$ cat src/rtl/mpu_rx_pkg.sv
package mpu_rx_pkg;
    localparam int unsigned RX_DW = 8;

    typedef enum logic [2:0] {
        ST_IDLE, ST_START, ST_DATA, ST_STOP, ST_WAITHI
    } rx_state_e;

    typedef struct packed {
        logic [RX_DW-1:0] data;
        logic             bit9;
        logic             stop_ok;
        logic             all_zero;
    } rx_frame_t;
endpackage

$ cat src/rtl/mpu_rx_sync.sv
module mpu_rx_sync #(
    parameter int unsigned STAGES = 2
) (
    input  logic clk,
    input  logic rst_n,
    input  logic d,
    output logic q
);
    logic [STAGES-1:0] chain_d, chain_q;

    always_comb begin
        chain_d = {chain_q[STAGES-2:0], d};
    end

    always_ff @(posedge clk or negedge rst_n) begin
        if (!rst_n) chain_q <= '1;
        else        chain_q <= chain_d;
    end

    assign q = chain_q[STAGES-1];
endmodule

$ cat src/rtl/mpu_rx_frame.sv
module mpu_rx_frame
    import mpu_rx_pkg::*;
#(
    parameter int unsigned OSR = 16
) (
    input  logic      clk,
    input  logic      rst_n,
    input  logic      tick,
    input  logic      rxd,
    input  logic      nine,
    output logic      done,
    output rx_frame_t frame
);
    localparam int unsigned CW  = $clog2(OSR);
    localparam int unsigned IW  = $clog2(RX_DW + 1);
    localparam int unsigned MID = OSR / 2 - 1;

    typedef struct packed {
        rx_state_e      st;
        logic [CW-1:0]  cnt;
        logic [IW-1:0]  idx;
        logic [RX_DW:0] sh;
        logic           done;
        logic           stop;
    } core_t;

    core_t core_d, core_q;
    logic [IW-1:0] last_idx;

    always_comb begin
        last_idx = nine ? IW'(RX_DW) : IW'(RX_DW - 1);
        core_d      = core_q;
        core_d.done = 1'b0;
        if (tick) begin
            unique case (core_q.st)
                ST_IDLE: if (!rxd) begin
                    core_d.st  = ST_START;
                    core_d.cnt = '0;
                end
                ST_START: begin
                    if (core_q.cnt == CW'(MID)) begin
                        core_d.cnt = '0;
                        if (!rxd) begin
                            core_d.st  = ST_DATA;
                            core_d.idx = '0;
                            core_d.sh  = '0;
                        end else begin
                            core_d.st = ST_IDLE;
                        end
                    end else begin
                        core_d.cnt = core_q.cnt + 1'b1;
                    end
                end
                ST_DATA: begin
                    if (core_q.cnt == CW'(OSR - 1)) begin
                        core_d.cnt = '0;
                        core_d.sh[core_q.idx] = rxd;
                        if (core_q.idx == last_idx) core_d.st  = ST_STOP;
                        else                        core_d.idx = core_q.idx + 1'b1;
                    end else begin
                        core_d.cnt = core_q.cnt + 1'b1;
                    end
                end
                ST_STOP: begin
                    if (core_q.cnt == CW'(OSR - 1)) begin
                        core_d.cnt  = '0;
                        core_d.done = 1'b1;
                        core_d.stop = rxd;
                        core_d.st   = rxd ? ST_IDLE : ST_WAITHI;
                    end else begin
                        core_d.cnt = core_q.cnt + 1'b1;
                    end
                end
                ST_WAITHI: if (rxd) core_d.st = ST_IDLE;
                default: core_d.st = ST_IDLE;
            endcase
        end
    end

    always_ff @(posedge clk or negedge rst_n) begin
        if (!rst_n) begin
            core_q      <= '0;
            core_q.st   <= ST_IDLE;
            core_q.stop <= 1'b1;
        end else begin
            core_q <= core_d;
        end
    end

    assign done           = core_q.done;
    assign frame.data     = core_q.sh[RX_DW-1:0];
    assign frame.bit9     = core_q.sh[RX_DW];
    assign frame.stop_ok  = core_q.stop;
    assign frame.all_zero = ~core_q.stop && (core_q.sh == '0);
endmodule

$ cat src/rtl/mpu_rx_status.sv
module mpu_rx_status
    import mpu_rx_pkg::*;
#(
    parameter logic [RX_DW-1:0] BCAST = '1
) (
    input  logic             clk,
    input  logic             rst_n,
    input  logic             done,
    input  rx_frame_t        frame,
    input  logic             nine,
    input  logic             filter_en,
    input  logic             auto_addr_en,
    input  logic [RX_DW-1:0] given_addr,
    input  logic             clr_flag,
    input  logic             clr_fe,
    input  logic             clr_br,
    input  logic             clr_oe,
    output logic [RX_DW-1:0] data,
    output logic             bit9,
    output logic             flag,
    output logic             fe,
    output logic             br,
    output logic             oe
);
    typedef struct packed {
        logic [RX_DW-1:0] data;
        logic             bit9;
        logic             flag;
        logic             fe;
        logic             br;
        logic             oe;
    } stat_t;

    stat_t st_d, st_q;
    logic  addr_hit, accept;

    always_comb begin
        addr_hit = (frame.data == given_addr) || (frame.data == BCAST);
        if (!nine) accept = !filter_en || frame.stop_ok;
        else       accept = !filter_en || (frame.bit9 && (!auto_addr_en || addr_hit));

        st_d = st_q;
        if (clr_flag) st_d.flag = 1'b0;
        if (clr_fe)   st_d.fe   = 1'b0;
        if (clr_br)   st_d.br   = 1'b0;
        if (clr_oe)   st_d.oe   = 1'b0;
        if (done) begin
            if (!frame.stop_ok) st_d.fe = 1'b1;
            if (frame.all_zero) st_d.br = 1'b1;
            if (accept) begin
                if (st_q.flag && !clr_flag) begin
                    st_d.oe = 1'b1;
                end else begin
                    st_d.data = frame.data;
                    st_d.bit9 = nine & frame.bit9;
                    st_d.flag = 1'b1;
                end
            end
        end
    end

    always_ff @(posedge clk or negedge rst_n) begin
        if (!rst_n) st_q <= '0;
        else        st_q <= st_d;
    end

    assign data = st_q.data;
    assign bit9 = st_q.bit9;
    assign flag = st_q.flag;
    assign fe   = st_q.fe;
    assign br   = st_q.br;
    assign oe   = st_q.oe;
endmodule

$ cat src/rtl/mpu_uart_rx.sv
module mpu_uart_rx
    import mpu_rx_pkg::*;
#(
    parameter int unsigned OSR         = 16,
    parameter int unsigned SYNC_STAGES = 2
) (
    input  logic             clk,
    input  logic             rst_n,
    input  logic             tick16,
    input  logic             rxd,
    input  logic             nine_bit_mode,
    input  logic             filter_en,
    input  logic             auto_addr_en,
    input  logic [RX_DW-1:0] given_addr,
    input  logic             stat_int_en,
    input  logic             clr_flag,
    input  logic             clr_fe,
    input  logic             clr_br,
    input  logic             clr_oe,
    output logic [RX_DW-1:0] rx_data,
    output logic             rx_bit9,
    output logic             rx_flag,
    output logic             fe,
    output logic             br,
    output logic             oe,
    output logic             rx_irq
);
    logic      rxd_s;
    logic      done;
    rx_frame_t frame;

    mpu_rx_sync #(.STAGES(SYNC_STAGES)) i_sync (
        .clk(clk), .rst_n(rst_n), .d(rxd), .q(rxd_s)
    );

    mpu_rx_frame #(.OSR(OSR)) i_frame (
        .clk(clk), .rst_n(rst_n), .tick(tick16), .rxd(rxd_s),
        .nine(nine_bit_mode), .done(done), .frame(frame)
    );

    mpu_rx_status i_status (
        .clk(clk), .rst_n(rst_n), .done(done), .frame(frame),
        .nine(nine_bit_mode), .filter_en(filter_en),
        .auto_addr_en(auto_addr_en), .given_addr(given_addr),
        .clr_flag(clr_flag), .clr_fe(clr_fe), .clr_br(clr_br), .clr_oe(clr_oe),
        .data(rx_data), .bit9(rx_bit9), .flag(rx_flag),
        .fe(fe), .br(br), .oe(oe)
    );

    assign rx_irq = rx_flag | (stat_int_en & (fe | br | oe));
endmodule

$ cat config.mk
export PLATFORM = sky130hd
export DESIGN_NAME = mpu_uart_rx
export DESIGN_NICKNAME = d
export VERILOG_FILES = /design/src/rtl/mpu_rx_pkg.sv /design/src/rtl/mpu_rx_sync.sv /design/src/rtl/mpu_rx_frame.sv /design/src/rtl/mpu_rx_status.sv /design/src/rtl/mpu_uart_rx.sv
export SDC_FILE = /design/constraint.sdc
export NUM_CORES = 1
export LEC_CHECK = 0
export ABC_AREA = 0
export BUFFER_PORTS_ARGS = -buffer_cell sky130_fd_sc_hd__buf_2
export CAP_MARGIN = 20
export CORE_ASPECT_RATIO = 2
export CORE_MARGIN = 3
export CORE_UTILIZATION = 25
export DETAILED_ROUTE_END_ITERATION = 8
export PLACE_DENSITY = 0.41
export SLEW_MARGIN = 20
export SYNTH_ARGS = -nofsm -noshare
export SYNTH_HDL_FRONTEND = slang
export SYNTH_HIERARCHICAL = 1
export SYNTH_SLANG_ARGS = --single-unit
$ cat constraint.sdc
create_clock -name clk -period 2.6 [get_ports clk]
set_input_delay 0.13 -clock clk [delete_from_list [all_inputs] [get_ports clk]]
set_output_delay 0.13 -clock clk [all_outputs]
set_load 0.02 [all_outputs]
==> results of run 1 <==
==> state kept, by name, indices dropped and copies added (netlist names) <==
register,count
i_frame/frame,10
i_status/bit9,1
i_status/fe,1
i_sync/chain_q,2
i_status/data,8
i_frame/done,1
i_status/oe,1
i_frame/core_q,11
i_status/br,1
i_status/flag,1
==> cells in the final DEF (no fill, tap or decap), types with 4 or more instances in the layout <==
master,instances
a21oi_1,4
xnor2_1,9
nor2b_1,4
nor4_1,5
clkbuf_16,5
o21ai_0,4
nand3_1,6
a21o_1,8
nand4_1,5
a22o_1,9
o22ai_1,4
a22oi_1,9
o311ai_2,8
a31oi_1,4
nand2_1,15
inv_1,18
o211ai_1,8
ha_1,5
buf_2,33
nor2_1,10
dfrtp_1,34
==> what timing repair did <==
item | 4_1_cts | 5_1_grt
setup endpoints to repair | 0 | 0
hold buffers | 2 | 0
endpoints found under the hold margin | 2 | 0
gates resized for setup | 0 | 0
==> cell families (layout without fill, tap and decap cells) <==
group                      count (synthesis)  after routing  share of synthesized area (%)
xor gates and xnor gates                   9              9                           3.31
AOI/OAI and AO/OA                         73             73                           26.5
adders and majority gates                  5              5                           2.63
muxes                                      5              5                           2.26
buffers and inverters                     38             64                           8.67
DFF                                       37             37                           39.1
and+or+nand+nor                           69             69                           17.6
==> area by class of cell <==
cell class	count	share of cell area (%)
clock inverters	1	1.10
repair buffers	36	7.03
well taps	102	4.66
inverters	20	2.74
multi-input cells	161	45.4
flip-flops and latches	37	33.9
clock buffers	7	5.20
==> power by group <==
part | internal, mW | switching [mW] | total, mW
logic | 0.137 | 0.201 | 0.338
registers | 0.631 | 0.0858 | 0.717
clock network | 0.479 | 0.235 | 0.715
==> layer usage <==
| metal | track usage [%] | up-vias |
|---|---|---|
| li1 | - | 933 |
| met1 | 11.1 | 886 |
| met2 | 25.2 | 45 |
| met3 | 2.51 | 7 |
| met4 | 5.72 | 0 |
| met5 | 0 | - |
==> critical path, stage by stage (launching register included) <==
cell and delay (ns):
dfrtp_1 0.39, ha_1 0.28, and4_1 0.22, nor4_1 0.54, a211oi_1 0.20, mux2_1 0.35
==> cells in the mapped netlist (5+ instances only) <==
library cell / count / area [µm²]
o211ai_1: 8 / 60.1
dfrtp_1: 34 / 851
xnor2_1: 9 / 78.8
o311ai_2: 8 / 130
inv_1: 18 / 67.6
a21o_1: 8 / 60.1
a22oi_1: 9 / 67.6
nor2_1: 10 / 37.5
buf_4: 10 / 75.1
nand2_1: 15 / 56.3
nor4_1: 5 / 31.3
nand3_1: 6 / 30.0
nand4_1: 5 / 31.3
ha_1: 5 / 62.6
a22o_1: 9 / 78.8
==> worst max-delay path by stage <==
stage,startpoint,endpoint,slack [ns],cells after the start
5_1_grt,i_frame/core_q[15]$_DFFE_PN0P_,i_frame/core_q[19]$_DFFE_PN0P_,0.36,5
2_1_floorplan,i_frame/core_q[15]$_DFFE_PN0P_,i_frame/core_q[19]$_DFFE_PN0P_,0.77,5
6_report,i_frame/core_q[15]$_DFFE_PN0P_,i_frame/core_q[21]$_DFFE_PN0P_,0.51,5
3_5_place_dp,i_frame/core_q[15]$_DFFE_PN0P_,i_frame/core_q[21]$_DFFE_PN0P_,0.52,5
4_1_cts,i_frame/core_q[15]$_DFFE_PN0P_,i_frame/core_q[21]$_DFFE_PN0P_,0.48,5
3_3_place_gp,i_frame/core_q[15]$_DFFE_PN0P_,i_frame/core_q[19]$_DFFE_PN0P_,0.57,5
==> results.md, run 1 <==
* Outcome: complete, no violations
* Diodes inserted at 0
* RSZ-0062 raised after global routing: false
* CTS Root Cell: clkbuf_16
* Post-Syn Nets at 261
* Drt first pass iters at 5
* Top-level port count at 34
* Initial drt markers at 93
* Setup TNS at 0 ns
* Min-Delay Path Class: input port to flop
* Startpoint Class: flop
* WL met2 at 3840 µm
* Vias per cell at 5.14
* Area Growth Syn to Fin at 15.2%
* P per Cell Area at 646 mW/mm²
* Max_cap viols at 0
* Placed cell count at 354
* GR Util All Layers at 12.5%
* Final core occ at 30.0%
* R2R Path End: i_frame/core_q[21]$_DFFE_PN0P_
* Hold Path End: i_status/br$_DFF_PN0_
* Final WS setup at 0.514 ns
* WL met3 at 182 µm
* Overall die height at 144 µm
* Max Clk Rate at 0.479 GHz
* VDD IR max at 0.236 mV
* Met1 wire length at 2270 µm
* Via count at 1,871
* Initial core utilization at 26.1%
* Hold path start: clr_br
* Share of cells above drive strength 1 at 23.7%
* Ys flop type: dfrtp_1
* Tcrit/Tclk final at 80.2%
* PortBufs at 33
* FF-to-FF Start: i_frame/core_q[15]$_DFFE_PN0P_
* # DRC at 0
* Slew HR at 41.5%
* Fill cell count at 957
* CP required at 2.77 ns
* Post-detail-place hpwl at 4920 µm
* Largest net degree at the start of global routing at 38
* Pwr Total at 1.77 mW
* Worst-path maximum fanout at 7
* CP arrival at 2.25 ns
* Nets at 286
* Register area share after synthesis at 39.1%
* GR Overflow Total at 0
* EDFF count, synth at 0
* WHS Path Cells at 2
* Fin. max-slew vios at 0
* Actual slew at the worst max-slew pin at 0.878 ns
* Clk_lat worst skew at 0.28 ns
* Routed wire per std cell at 17.7 µm
* Multi-input gate area at 0.00124 mm²
* Dpl ws at 0.516 ns
* Clock tree sinks at 37
* Final setup skew at 0.00536 ns
* Syn avg cell area at 10.1 µm²
* P_leak at 1.22 nW
* H-tree depth at 2
* TritonCTS clock tree: built
* Vias in the first global route at 1,914
* Total CTS buffers at 5
* CP endpoint kind: flop
* First-pass GRT wire length at 9920 µm
* Hold Fails Final Rpt at 0
* Min Tclk post-route at 2.09 ns
* Final Instance Area at 0.00274 mm²
* Cells after Synth at 236
* R2R depth at 5
* Async set-or-reset flop fraction in the synthesized netlist at 100%
* # Post-CTS Setup Buffers at 0
* Reg-to-reg setup timing slack at 0.51 ns
* Routed Antenna Nets at 0
* YS warnings at 6
* Clock tree buffer depth at 2
* Setup CP Type: flop to flop
* Storage element area at 930 µm²
* Non-filler cells, final at 364
* Final wirelength at 6450 µm
* DP Area at 0.00255 mm²
* Routability cong. at 0.800
* Synthesized cell area at 0.00238 mm²
* Die outline area at 0.0108 mm²
* Final Setup Violations at 0
* Initial antenna violation count at 0
* FF+latch count, synth at 37
* Top routing layer used: met4
* Clock transition at the registers of the reported paths at 0.06 ns
* Core box area at 0.00914 mm²
* Netlist cell types at 56
* Rows at 49
* Hold WS at 0.0204 ns
* Die width at 75.0 µm
Note: power is estimated with default switching activity, not from simulation.
==> run 2: changes to the inputs <==
==> constraint.sdc (replaced) <==
create_clock -name clk -period 2 [get_ports clk]
set_input_delay 0.1 -clock clk [delete_from_list [all_inputs] [get_ports clk]]
set_output_delay 0.1 -clock clk [all_outputs]
set_load 0.02 [all_outputs]
==> run 2 against run 1 <==
Sequential share of layout area shrank 0.71 points. Total power grew 22%. Setup slack lost 0.39 ns. Critical path depth is the same. Non-clock buffer count grew 10. Sequential power grew 28%. Critical endpoint is now i_frame/core_q[19]$_DFFE_PN0P_. Largest cell class unchanged. Largest power group unchanged.
==> results.md, run 2 (synthesized netlist as in run 1, its figures left out) <==
* Outcome: complete, no violations
* Initial drt markers at 69 (-26%)
* WHS Path Cells at 3 (+1)
* Total CTS buffers at 5 (unchanged)
* Clock tree buffer depth at 2 (unchanged)
* Max_cap viols at 0 (unchanged)
* H-tree depth at 2 (unchanged)
* RSZ-0062 raised after global routing: false
* Die outline area at 0.0108 mm² (unchanged)
* Worst-path maximum fanout at 7 (unchanged)
* Hold Path End: i_status/oe$_DFF_PN0_
* CP required at 2.17 ns (-0.60 ns)
* Largest net degree at the start of global routing at 22 (-42%)
* GR Overflow Total at 0 (unchanged)
* Rows at 49 (unchanged)
* GR Util All Layers at 12.8% (+0.31 points)
* Via count at 1,961 (+4.8%)
* CTS Root Cell: clkbuf_16
* Post-detail-place hpwl at 5040 µm (+2.4%)
* CP arrival at 2.04 ns (-0.21 ns)
* Nets at 296 (+3.5%)
* Final Setup Violations at 0 (unchanged)
* Min-Delay Path Class: input port to flop
* Vias in the first global route at 2,020 (+5.5%)
* Routability cong. at 0.807 (+0.86%)
* VDD IR max at 0.362 mV (+53%)
* P_leak at 1.26 nW (+3.2%)
* Actual slew at the worst max-slew pin at 0.494 ns (-0.384 ns)
* Initial antenna violation count at 0 (unchanged)
* Startpoint Class: flop
* Dpl ws at 0.153 ns (-0.363 ns)
* Slew HR at 66.9% (+25 points)
* CTS Hold Bufs at 4 (+2)
* First-pass GRT wire length at 10,400 µm (+4.5%)
* Final setup skew at 0.00254 ns (-0.00282 ns)
* Overall die height at 144 µm (unchanged)
* Hold path start: clr_oe
* Setup CP Type: flop to flop
* CP endpoint kind: flop
* FF-to-FF Start: i_frame/core_q[16]$_DFFE_PN0P_
* Max FFs per register at 11 (unchanged)
* Final wirelength at 6380 µm (-0.98%)
* PortBufs at 33 (unchanged)
* Core box area at 0.00914 mm² (unchanged)
* # DRC at 0 (unchanged)
* # Post-CTS Setup Buffers at 0 (unchanged)
* Die width at 75.0 µm (unchanged)
* Reg with most FFs: i_frame/core_q
* Initial core utilization at 26.1% (unchanged)
* Fill cell count at 986 (+3.0%)
* Reg-to-reg setup timing slack at 0.13 ns (-0.39 ns)
* P per Cell Area at 772 mW/mm² (+20%)
* R2R Path End: i_frame/core_q[19]$_DFFE_PN0P_
* Tcrit/Tclk final at 93.7% (+13 points)
* Final WS setup at 0.126 ns (-0.388 ns)
* Routed wire per std cell at 17.1 µm (-3.6%)
* Routed Antenna Nets at 0 (unchanged)
* Commonest cells after routing, fill and taps aside: dfrtp_1 (34), buf_2 (33), inv_1 (18)
* Clock tree sinks at 37 (unchanged)
* Share of cells above drive strength 1 at 25.7% (+2.1 points)
* Hold Fails Final Rpt at 0 (unchanged)
* TritonCTS clock tree: built
* Fin. max-slew vios at 0 (unchanged)
* Commonest non-fill, non-tap cell in the layout: dfrtp_1
* Diodes inserted at 0 (unchanged)
* Top-level port count at 34 (unchanged)
* Post-cts sizing count at 0 (unchanged)
* Clock transition at the registers of the reported paths at 0.06 ns (about the same)
* Max Clk Rate at 0.534 GHz (+11%)
* Min Tclk post-route at 1.87 ns (-0.212 ns)
* Setup TNS at 0 ns (unchanged)
* Area Growth Syn to Fin at 17.7%
* Clk_lat worst skew at 0.28 ns (about the same)
* R2R depth at 5 (unchanged)
* Drt first pass iters at 4 (-1)
* Vias per cell at 5.24 (+2.0%)
## run 2: per-layer routing
metal / GRT usage (%) / wire length [µm] / up-vias
li1: - / - / 951
met1: 12.1 / 2260 / 964
met5: 0 / 0 / -
met2: 25.3 / 3750 / 36
met4: 5.63 / 163 / 0
met3: 2.09 / 209 / 10
## run 2: worst max-delay path, stage by stage, from the launching register on
cell      delay [ns]
dfrtp_1         0.36
ha_1            0.28
and4bb_1        0.23
nor4_1          0.06
a211oi_1        0.47
mux2_1          0.37
## run 2: worst max-delay path by stage
stage | startpoint | endpoint | slack (ns) | cells after the start
after floorplan | i_frame/core_q[15]$_DFFE_PN0P_ | i_frame/core_q[19]$_DFFE_PN0P_ | 0.17 | 5
after global placement | i_frame/core_q[15]$_DFFE_PN0P_ | i_frame/core_q[19]$_DFFE_PN0P_ | 0.17 | 5
after detailed placement | i_frame/core_q[16]$_DFFE_PN0P_ | i_frame/core_q[19]$_DFFE_PN0P_ | 0.15 | 5
after CTS | i_frame/core_q[16]$_DFFE_PN0P_ | i_frame/core_q[19]$_DFFE_PN0P_ | 0.14 | 5
after global routing | i_frame/core_q[16]$_DFFE_PN0P_ | i_frame/core_q[19]$_DFFE_PN0P_ | 0.002 | 5
final | i_frame/core_q[16]$_DFFE_PN0P_ | i_frame/core_q[19]$_DFFE_PN0P_ | 0.13 | 5
## run 2: per-stage QoR
stage | cells | utilization, % | hold WS, ns | power [mW] | area (µm²)
6_report | 374 | 30.7 | 0.0853 | 2.16 | 2800
5_1_grt | 374 | 30.7 | 0.113 | 2.31 | 2800
4_1_cts | 374 | 30.7 | 0.0879 | 2.20 | 2800
3_5_place_dp | 362 | 28.7 | 0.0641 | 1.41 | 2620
3_3_place_gp | 362 | 28.7 | 0.0693 | 1.41 | 2620
2_1_floorplan | 236 | - | -0.196 | 1.22 | 2380
## run 2: power breakdown
group          total [mW]  switching, mW  internal, mW
registers           0.920         0.0998         0.820
logic               0.470          0.269         0.201
clock network       0.770          0.312         0.458
total                2.16          0.681          1.48
## run 2: layout make-up
cell class	instances	area (µm²)	area share, %
clock buffer	6	129	4.60
multi-input combinational	161	1240	44.4
sequential	37	930	33.2
inverter	20	75.1	2.68
tap	102	128	4.56
clock inverter	2	10.0	0.357
timing repair buffer	46	285	10.2
